**config.mk**
```make
export PLATFORM = sky130hd
export DESIGN_NAME = ecube_router
export DESIGN_NICKNAME = d
export VERILOG_FILES = /design/src/rtl/ecube_pkg.sv /design/src/rtl/ecube_port_select.sv /design/src/rtl/ecube_hold_stage.sv /design/src/rtl/ecube_router.sv
export SDC_FILE = /design/constraint.sdc
export NUM_CORES = 1
export LEC_CHECK = 0
export BUFFER_PORTS_ARGS = -buffer_cell sky130_fd_sc_hd__buf_2
export CAP_MARGIN = 20
export CORE_MARGIN = 2
export CORE_UTILIZATION = 51
export CTS_BUF_LIST = sky130_fd_sc_hd__clkbuf_8
export CTS_CLUSTER_SIZE = 12
export DETAILED_ROUTE_END_ITERATION = 12
export PLACE_DENSITY = 0.85
export SLEW_MARGIN = 20
export SYNTH_ARGS = -nofsm -noshare
export SYNTH_HDL_FRONTEND = slang
export SYNTH_SLANG_ARGS = --single-unit
```
**constraint.sdc**
```tcl
create_clock -name clk -period 1.65 [get_ports clk]
set_input_delay 0.0825 -clock clk [delete_from_list [all_inputs] [get_ports clk]]
set_output_delay 0.0825 -clock clk [all_outputs]
set_load 0.1 [all_outputs]
```
**src/rtl/ecube_pkg.sv**
```systemverilog
package ecube_pkg;
   localparam int unsigned ECUBE_MIN_DIM = 2;
   localparam int unsigned ECUBE_MAX_DIM = 6;

   // Population count over the widest supported label.
   function automatic int unsigned ecube_bits_set(input logic [ECUBE_MAX_DIM-1:0] v);
      int unsigned n;
      n = 0;
      for (int i = 0; i < ECUBE_MAX_DIM; i++) n += {31'd0, v[i]};
      return n;
   endfunction
endpackage

```
**src/rtl/ecube_port_select.sv**
```systemverilog
module ecube_port_select #(
   parameter int unsigned DIM = 4,
   parameter int unsigned NODE_LABEL = 5,
   localparam int unsigned HW = $clog2(DIM + 1)
) (
   input  logic [DIM-1:0] dest,
   output logic [DIM:0]   port_sel,
   output logic [HW-1:0]  hops_left
);
   localparam logic [DIM-1:0] SELF = NODE_LABEL[DIM-1:0];

   logic [DIM-1:0] diff;
   logic [DIM-1:0] lowest;
   logic [HW-1:0]  cnt;

   assign diff   = SELF ^ dest;
   assign lowest = diff & (~diff + {{(DIM-1){1'b0}}, 1'b1});

   always_comb begin
      cnt = '0;
      for (int i = 0; i < DIM; i++) cnt = cnt + HW'(diff[i]);
   end

   assign port_sel  = {(diff == '0), lowest};
   assign hops_left = (diff == '0) ? '0 : cnt - HW'(1);

   always_comb begin
      assert_sel_onehot_R3: assert (dest === 'x || $onehot(port_sel));
   end
endmodule

```
**src/rtl/ecube_hold_stage.sv**
```systemverilog
module ecube_hold_stage #(
   parameter int unsigned DIM = 4,
   localparam int unsigned HW = $clog2(DIM + 1)
) (
   input  logic           clk,
   input  logic           rst_n,
   input  logic           in_valid,
   output logic           in_ready,
   input  logic [DIM-1:0] in_dest,
   input  logic [DIM:0]   in_port,
   input  logic [HW-1:0]  in_hops,
   output logic [DIM:0]   out_valid,
   input  logic [DIM:0]   out_ready,
   output logic [DIM-1:0] out_dest,
   output logic [HW-1:0]  out_hops
);
   logic           full_q;
   logic [DIM:0]   port_q;
   logic [DIM-1:0] dest_q;
   logic [HW-1:0]  hops_q;
   logic           drain, load;

   assign drain    = full_q && |(port_q & out_ready);
   assign in_ready = !full_q || drain;
   assign load     = in_valid && in_ready;

   always_ff @(posedge clk or negedge rst_n) begin
      if (!rst_n) begin
         full_q <= 1'b0;
         port_q <= '0;
         dest_q <= '0;
         hops_q <= '0;
      end else if (load) begin
         full_q <= 1'b1;
         port_q <= in_port;
         dest_q <= in_dest;
         hops_q <= in_hops;
      end else if (drain) begin
         full_q <= 1'b0;
      end
   end

   assign out_valid = full_q ? port_q : '0;
   assign out_dest  = dest_q;
   assign out_hops  = hops_q;

   assert_hold_R6: assert property (@(posedge clk) disable iff (!rst_n)
      (|out_valid && !(|(out_valid & out_ready))) |=>
         ($stable(out_valid) && $stable(out_dest) && $stable(out_hops)));
   assert_onehot_R3: assert property (@(posedge clk) disable iff (!rst_n)
      $onehot0(out_valid));
   assert_load_R5: assert property (@(posedge clk) disable iff (!rst_n)
      (in_valid && in_ready) |=> (|out_valid && out_dest == $past(in_dest)));
   assert_ready_R7: assert property (@(posedge clk) disable iff (!rst_n)
      !(|out_valid) |-> in_ready);
endmodule

```
**src/rtl/ecube_router.sv**
```systemverilog
module ecube_router #(
   parameter int unsigned DIM = 4,
   parameter int unsigned NODE_LABEL = 5,
   localparam int unsigned HW = $clog2(DIM + 1)
) (
   input  logic           clk,
   input  logic           rst_n,
   input  logic           in_valid,
   output logic           in_ready,
   input  logic [DIM-1:0] in_dest,
   output logic [DIM:0]   out_valid,
   input  logic [DIM:0]   out_ready,
   output logic [DIM-1:0] out_dest,
   output logic [HW-1:0]  out_hops
);
   import ecube_pkg::*;

   localparam logic [DIM-1:0] SELF = NODE_LABEL[DIM-1:0];

   // elaboration-time parameter checks
   if (DIM < ECUBE_MIN_DIM || DIM > ECUBE_MAX_DIM) begin : g_bad_dim
      $error("ecube_router: DIM out of range");
   end
   if (NODE_LABEL >= (1 << DIM)) begin : g_bad_label
      $error("ecube_router: NODE_LABEL does not fit in DIM bits");
   end

   logic [DIM:0]  sel_port;
   logic [HW-1:0] sel_hops;

   ecube_port_select #(.DIM(DIM), .NODE_LABEL(NODE_LABEL)) u_select (
      .dest      (in_dest),
      .port_sel  (sel_port),
      .hops_left (sel_hops)
   );

   ecube_hold_stage #(.DIM(DIM)) u_hold (
      .clk       (clk),
      .rst_n     (rst_n),
      .in_valid  (in_valid),
      .in_ready  (in_ready),
      .in_dest   (in_dest),
      .in_port   (sel_port),
      .in_hops   (sel_hops),
      .out_valid (out_valid),
      .out_ready (out_ready),
      .out_dest  (out_dest),
      .out_hops  (out_hops)
   );

   assert_local_R1: assert property (@(posedge clk) disable iff (!rst_n)
      out_valid[DIM] |-> (out_dest == SELF));

   for (genvar k = 0; k < DIM; k++) begin : g_link_chk
      // The neighbour across link k differs in bit k, and all lower bits already agree.
      assert_link_R2: assert property (@(posedge clk) disable iff (!rst_n)
         out_valid[k] |-> (out_dest[k] != SELF[k] &&
            ((out_dest ^ SELF) & ((DIM)'(1 << k) - (DIM)'(1))) == '0));
      assert_hops_R4: assert property (@(posedge clk) disable iff (!rst_n)
         out_valid[k] |->
            (int'(out_hops) + 1 == int'(ecube_bits_set(ECUBE_MAX_DIM'(out_dest ^ SELF)))));
   end

   assert_local_hops_R4: assert property (@(posedge clk) disable iff (!rst_n)
      out_valid[DIM] |-> (out_hops == '0));
endmodule

```
==> results.ini, run 1 <==
[yosys]
synth_nets = 74
netlist_instances = 56
synth.avg_cell_area_um2 = 13.41
ys_types = 19
ys_warn_count = 0
ys_seq_area_share_pct = 43.33
syn_area_um2 = 750.7
yosys_register_bits = 13

[worst_setup_path]
crit_end = u_hold.out_hops[1]
max_stage_delay_ns = 0.51
worst_path_max_delay_cell = fa_2
setup.reg_to_reg.worst_slack_ns = 0.21
crit_start = in_dest[0]
critical_path_class = input pin to flop
r2r-end = u_hold.port_q[3]
worstSetupEndpointType = flop
path_max_fanout = 2
timing.rr.start = u_hold.port_q[0]
worstPathRequired_ns = 1.78
critPathArrivalTime_ns = 1.74
worstPathCellList = buf_4 > inv_12 > ha_4 > inv_2 > ha_4 > inv_2 > ha_4 > inv_2 > fa_2 > nor2_1 > mux2_4
critPathLaunchType = input pin
reg2reg_depth = 4

[floorplan]
io_pins = 25
start_util_pct = 56.29
die_h_um = 42.37
die_w_um = 42.37
fp-row-count = 13
core_area_mm2 = 0.001334
die_area_mm2 = 0.001795

[grt]
grt_overflow = 0
track_usage_pct = 20.58
grt_max_degree = 14
grt_pass1_wl_mm = 2.635
grt_pass1_vias = 571
antenna_found_initial = 0

[clocking]
cts-buffers-inserted = 3
postCtsSetupBuffers = 0
clk_pin_slew_ns = 0.05
worstSkewPairLatency_ns = 0.24
cts-root-buf = clkbuf_8
cts_tree = built
htreeDepth = 1
clk_path_buf_depth = 2
cts.sinks = 13

[sta]
maxSlewHeadroom_pct = 66.92
fin_crit_sh_pct = 97.58
maxSlewViolCount = 0
hold_ws_ns = 0.07059
setup_viol = 0
fin_crit_ns = 1.610
tightest_slew_ns = 0.4997
layout_setup_ws_ns = 0.03997
hold_viol_final = 0
clock.fmax_ghz = 0.6211
rsz0062_at_grt = no
fin_skew_ns = 0.0007446

[finish]
fin_nets = 108
syn_to_final_growth_pct = 37.67
layout_common_cells = 23 x buf_2, 13 x dfrtp_1, 10 x mux2_4, 6 x buf_4, 4 x and2_1
final_util_pct = 77.49
diodes = 0
drive_gt1_share_pct = 62.92
final_common_cell = buf_2
fillers = 93

[routing]
dr.pass1.iters = 1
wl_mm = 1.512
vias = 529
ant_nets = 0
drtIter0Drc = 0
wl_per_cell_um = 14.54
drc = 0
via_per_inst = 5.087

[place]
dp_hpwl_mm = 1.163
place_ws_ns = -0.2695
io_buffers = 24
gp_congestion = 0.6979

[run]
maxCapViolCount = 0

[status]
status = completed

[hold_path]
hold_path.class = input pin to flop

==> metrics by stage <==
stage	setup TNS, ns	cell area (um2)	instances
2_1_floorplan	-0.2148	803.3	56
4_1_cts	0	1026	104
3_5_place_dp	-0.5174	968.4	99
6_report	0	1033	104
3_3_place_gp	-0.4448	968.4	99
5_1_grt	0	1033	104
==> worst min path at each step <==
stage / slack (ns) / end / depth (start not counted) / start
after global placement: -0.03 / u_hold.out_dest[1] / 1 / rst_n
final: 0.07 / u_hold.full_q / 3 / in_valid
after floorplan: -0.21 / u_hold.full_q / 0 / rst_n
after CTS: 0.07 / u_hold.full_q / 3 / in_valid
after global routing: 0.08 / u_hold.full_q / 3 / in_valid
after detailed placement: -0.02 / u_hold.out_dest[0] / 1 / rst_n
==> layout make-up <==
type                       count  area, um2  share of cell area (%)
multi-input combinational     36      439.2                   42.49
clock buffer                   3      41.29                   3.995
timing repair buffer          30      170.2                   16.46
tap                           15      18.77                   1.816
sequential                    13      325.3                   31.48
clock inverter                 1      3.754                  0.3632
inverter                       6      35.03                   3.390
==> what timing repair did <==
action,in CTS,in global routing
endpoints found under the hold margin,13,0
hold buffers,1,0
endpoints found under the setup margin,1,1
resized for setup,1,1
==> cell families (layout without fill, tap and decap cells) <==
group,after synthesis,after routing,synth area share [%]
buffers and inverters,7,40,4.500
xor gates and xnor gates,1,1,1.167
DFF,13,13,43.33
adders and majority gates,6,6,11.00
and+or+nand+nor,14,14,11.50
muxes,12,12,23.00
AOI/OAI and AO/OA,3,3,5.500
==> flip-flops by register name, indices dropped and copies added (netlist names) <==
| signal | count |
|---|---|
| u_hold.full_q | 1 |
| u_hold.out_dest | 4 |
| u_hold.out_hops | 3 |
| u_hold.port_q | 5 |
==> critical path, delay by kind of cell <==
kind / cells / cell delay (ns)
and+or+nand+nor: 1 / 0.04
adders and majority gates: 4 / 1.07
buffers and inverters: 5 / 0.28
muxes: 1 / 0.25
==> synthesized netlist by cell type <==
| master | number | area [um2] |
|---|---|---|
| a22oi_2 | 2 | 25.02 |
| a41oi_2 | 1 | 16.27 |
| and2_1 | 4 | 25.02 |
| and2_2 | 1 | 7.510 |
| and2b_2 | 1 | 8.760 |
| and3b_1 | 1 | 8.760 |
| and4_1 | 1 | 8.760 |
| buf_6 | 1 | 11.26 |
| dfrtp_1 | 13 | 325.3 |
| fa_1 | 1 | 20.02 |
| ha_1 | 5 | 62.56 |
| inv_1 | 6 | 22.52 |
| mux2_1 | 2 | 22.52 |
| mux2_4 | 10 | 150.1 |
| nand2_1 | 2 | 7.510 |
| nand4_1 | 1 | 6.260 |
| nor2_1 | 2 | 7.510 |
| nor2b_1 | 1 | 6.260 |
| xnor2_1 | 1 | 8.760 |
==> metal layers <==
| layer | part of all wire, % | GRT usage (%) | vias up |
|---|---|---|---|
| met3 | 5.7 | 6.034 | 4 |
| met2 | 53 | 33.23 | 19 |
| met5 | 0 | 0 | - |
| met4 | 3.2 | 15.63 | 0 |
| met1 | 38 | 22.44 | 250 |
| li1 | - | - | 256 |
Power of run 1 is not shown: default switching activity piles up to over one toggle a cycle in this logic, so the estimate is an artifact.
==> run 2: changes to the inputs <==
- ABC_AREA: unset -> 1
==> run 2 against run 1 <==
Critical path depth grew 3. Global-route usage is 0.56 points lower. Worst hold slack better by 0.067 ns. Utilization is 3.3 points lower. Count of clock-buffer cells in the layout did not move. Die area increased by 0.62%. Synthesized cell count grew 80%. Flip-flop and latch count stayed put. Routed wire length increased by 10%. Non-clock buffer count fell by 2. Critical path type unchanged.
==> results.ini, run 2 <==
[worst_setup_path]
worstSetupEndpointType = flop
critPathLaunchType = input pin
critical_path_class = input pin to flop
path_max_fanout = 2
worstPathRequired_ns = 1.83
critPathArrivalTime_ns = 1.73

[yosys]
ys_seq_area_share_pct = 43.05
syn_area_um2 = 755.7
yosysMostFrequentCell = nand2_1
synth.avg_cell_area_um2 = 7.482
ys_types = 14
synth_common_cells = 43 x nand2_1, 15 x inv_1, 13 x dfrtp_1
async_reset_ff_share_pct = 100.0
synthTopCellsByArea = dfrtp_1 43%, nand2_1 21%, ha_1 8.3%, nand3_1 7.9%, inv_1 7.5%
netlist_instances = 101
yosysTopAreaCellShare_pct = 43.05
synth_edf_count = 0
synth_nets = 119
ys_warn_count = 0
synth_top_flop_cell = dfrtp_1
yosys_register_bits = 13
synth_top_cell_by_area = dfrtp_1

[finish]
drive_gt1_share_pct = 33.08
final_area_mm2 = 0.001001
largest_register_ffs = 5
final_common_cell = nand2_1
regMostFlops = u_hold.port_q
syn_to_final_growth_pct = 32.45
layout_common_cells = 42 x nand2_1, 23 x buf_2, 13 x dfrtp_1, 12 x inv_1, 12 x nand3_1
fillers = 100
final_util_pct = 74.14
fin_nets = 149
diodes = 0

[sta]
tightest_slew_ns = 0.4918
setup_viol = 0
rsz0062_at_grt = no
fin_skew_ns = 0.003545
fin_crit_sh_pct = 94.24
fin_crit_ns = 1.555
maxSlewViolCount = 0
maxSlewHeadroom_pct = 67.44
hold_viol_final = 0
clock.fmax_ghz = 0.6431

[floorplan]
die_area_mm2 = 0.001806
fp-row-count = 13
die_h_um = 42.50
io_pins = 25
core_area_mm2 = 0.001350
start_util_pct = 55.98
die_w_um = 42.50

[routing]
ant_nets = 0
wl_mm = 1.666
vias = 732
drc = 0
dr.pass1.iters = 4
wl_per_cell_um = 11.49
drtIter0Drc = 15
via_per_inst = 5.048

[grt]
track_usage_pct = 20.02
grt_pass1_vias = 690
antenna_found_initial = 0
grt_overflow = 0
grt_max_degree = 16
grt_pass1_wl_mm = 2.794

[clocking]
cts.sinks = 13
htreeDepth = 1
clk_path_buf_depth = 2
worstSkewPairLatency_ns = 0.24
clk_pin_slew_ns = 0.06
cts_tree = built
cts-buffers-inserted = 3
cts-root-buf = clkbuf_8

[run]
maxCapViolCount = 0

[place]
place_area_um2 = 912.1
io_buffers = 24
gp_congestion = 0.7504
dp_hpwl_mm = 1.236

[status]
status = completed

[hold_path]
hold_path.class = input pin to flop

==> run 2: critical path, stage by stage <==
cell and delay [ns]:
buf_2 0.09, inv_2 0.05, ha_4 0.26, inv_2 0.04
ha_4 0.20, inv_2 0.05, ha_2 0.15, inv_1 0.05
fa_2 0.37, inv_2 0.06, nand2_2 0.04, a21oi_2 0.13
nand3_1 0.08, nand2_1 0.08
==> run 2: timing repair <==
action                     CTS  global route
setup endpoints to repair    0             2
buffers inserted             0             0
hold buffers                 1             0
hold endpoints to repair    13             0
gates resized for setup      0             9
==> run 2: logic make-up after synthesis <==
kind of cell | count (synthesis) | synth area share [%]
simple gates | 63 | 34.93
fa+ha+maj | 6 | 10.93
compound gates | 1 | 0.6616
flops | 13 | 43.05
buf+inv | 18 | 10.43
==> run 2: per-stage QoR <==
stage	setup TNS (ns)	std cells	setup slack [ns]	hold slack, ns
2_1_floorplan	-0.008258	101	-0.008258	-0.2131
6_report	0	145	0.09497	0.1375
4_1_cts	0	145	0.01138	0.1359
3_5_place_dp	-0.4515	140	-0.2311	-0.02096
3_3_place_gp	-0.2351	140	-0.1279	-0.02262
5_1_grt	0	145	0.01703	0.1527
==> run 2: cell type report <==
cell class | instances | area [um2] | area share (%)
Tap cell | 15 | 18.77 | 1.875
Inverter | 15 | 56.30 | 5.625
Sequential cell | 13 | 325.3 | 32.50
Timing Repair Buffer | 28 | 167.7 | 16.75
Multi-Input combinational cell | 70 | 387.9 | 38.75
Clock inverter | 1 | 3.754 | 0.3750
Clock buffer | 3 | 41.29 | 4.125
==> run 2: final timing paths <==
check,from,cells after the start,slack [ns],endpoint
worst max-delay path,in_dest[0],14,0.09,u_hold.out_hops[2]
worst min-delay path,in_dest[3],3,0.14,u_hold.out_dest[3]
worst max register to register,u_hold.port_q[0],7,0.37,u_hold.out_dest[2]
worst min register to register,u_hold.out_dest[3],2,0.46,u_hold.out_dest[3]
max in group asynchronous,rst_n,2,1.16,u_hold.full_q
min in group asynchronous,rst_n,2,0.27,u_hold.port_q[0]
==> run 2: routing by layer <==
| metal | GRT usage [%] | routed length [um] |
|---|---|---|
| met2 | 34.46 | 887 |
| met1 | 26.16 | 658 |
| met5 | 0 | 0 |
| met3 | 1.293 | 107 |
| met4 | 7.500 | 12 |
Power of run 2 is left out for the same reason.
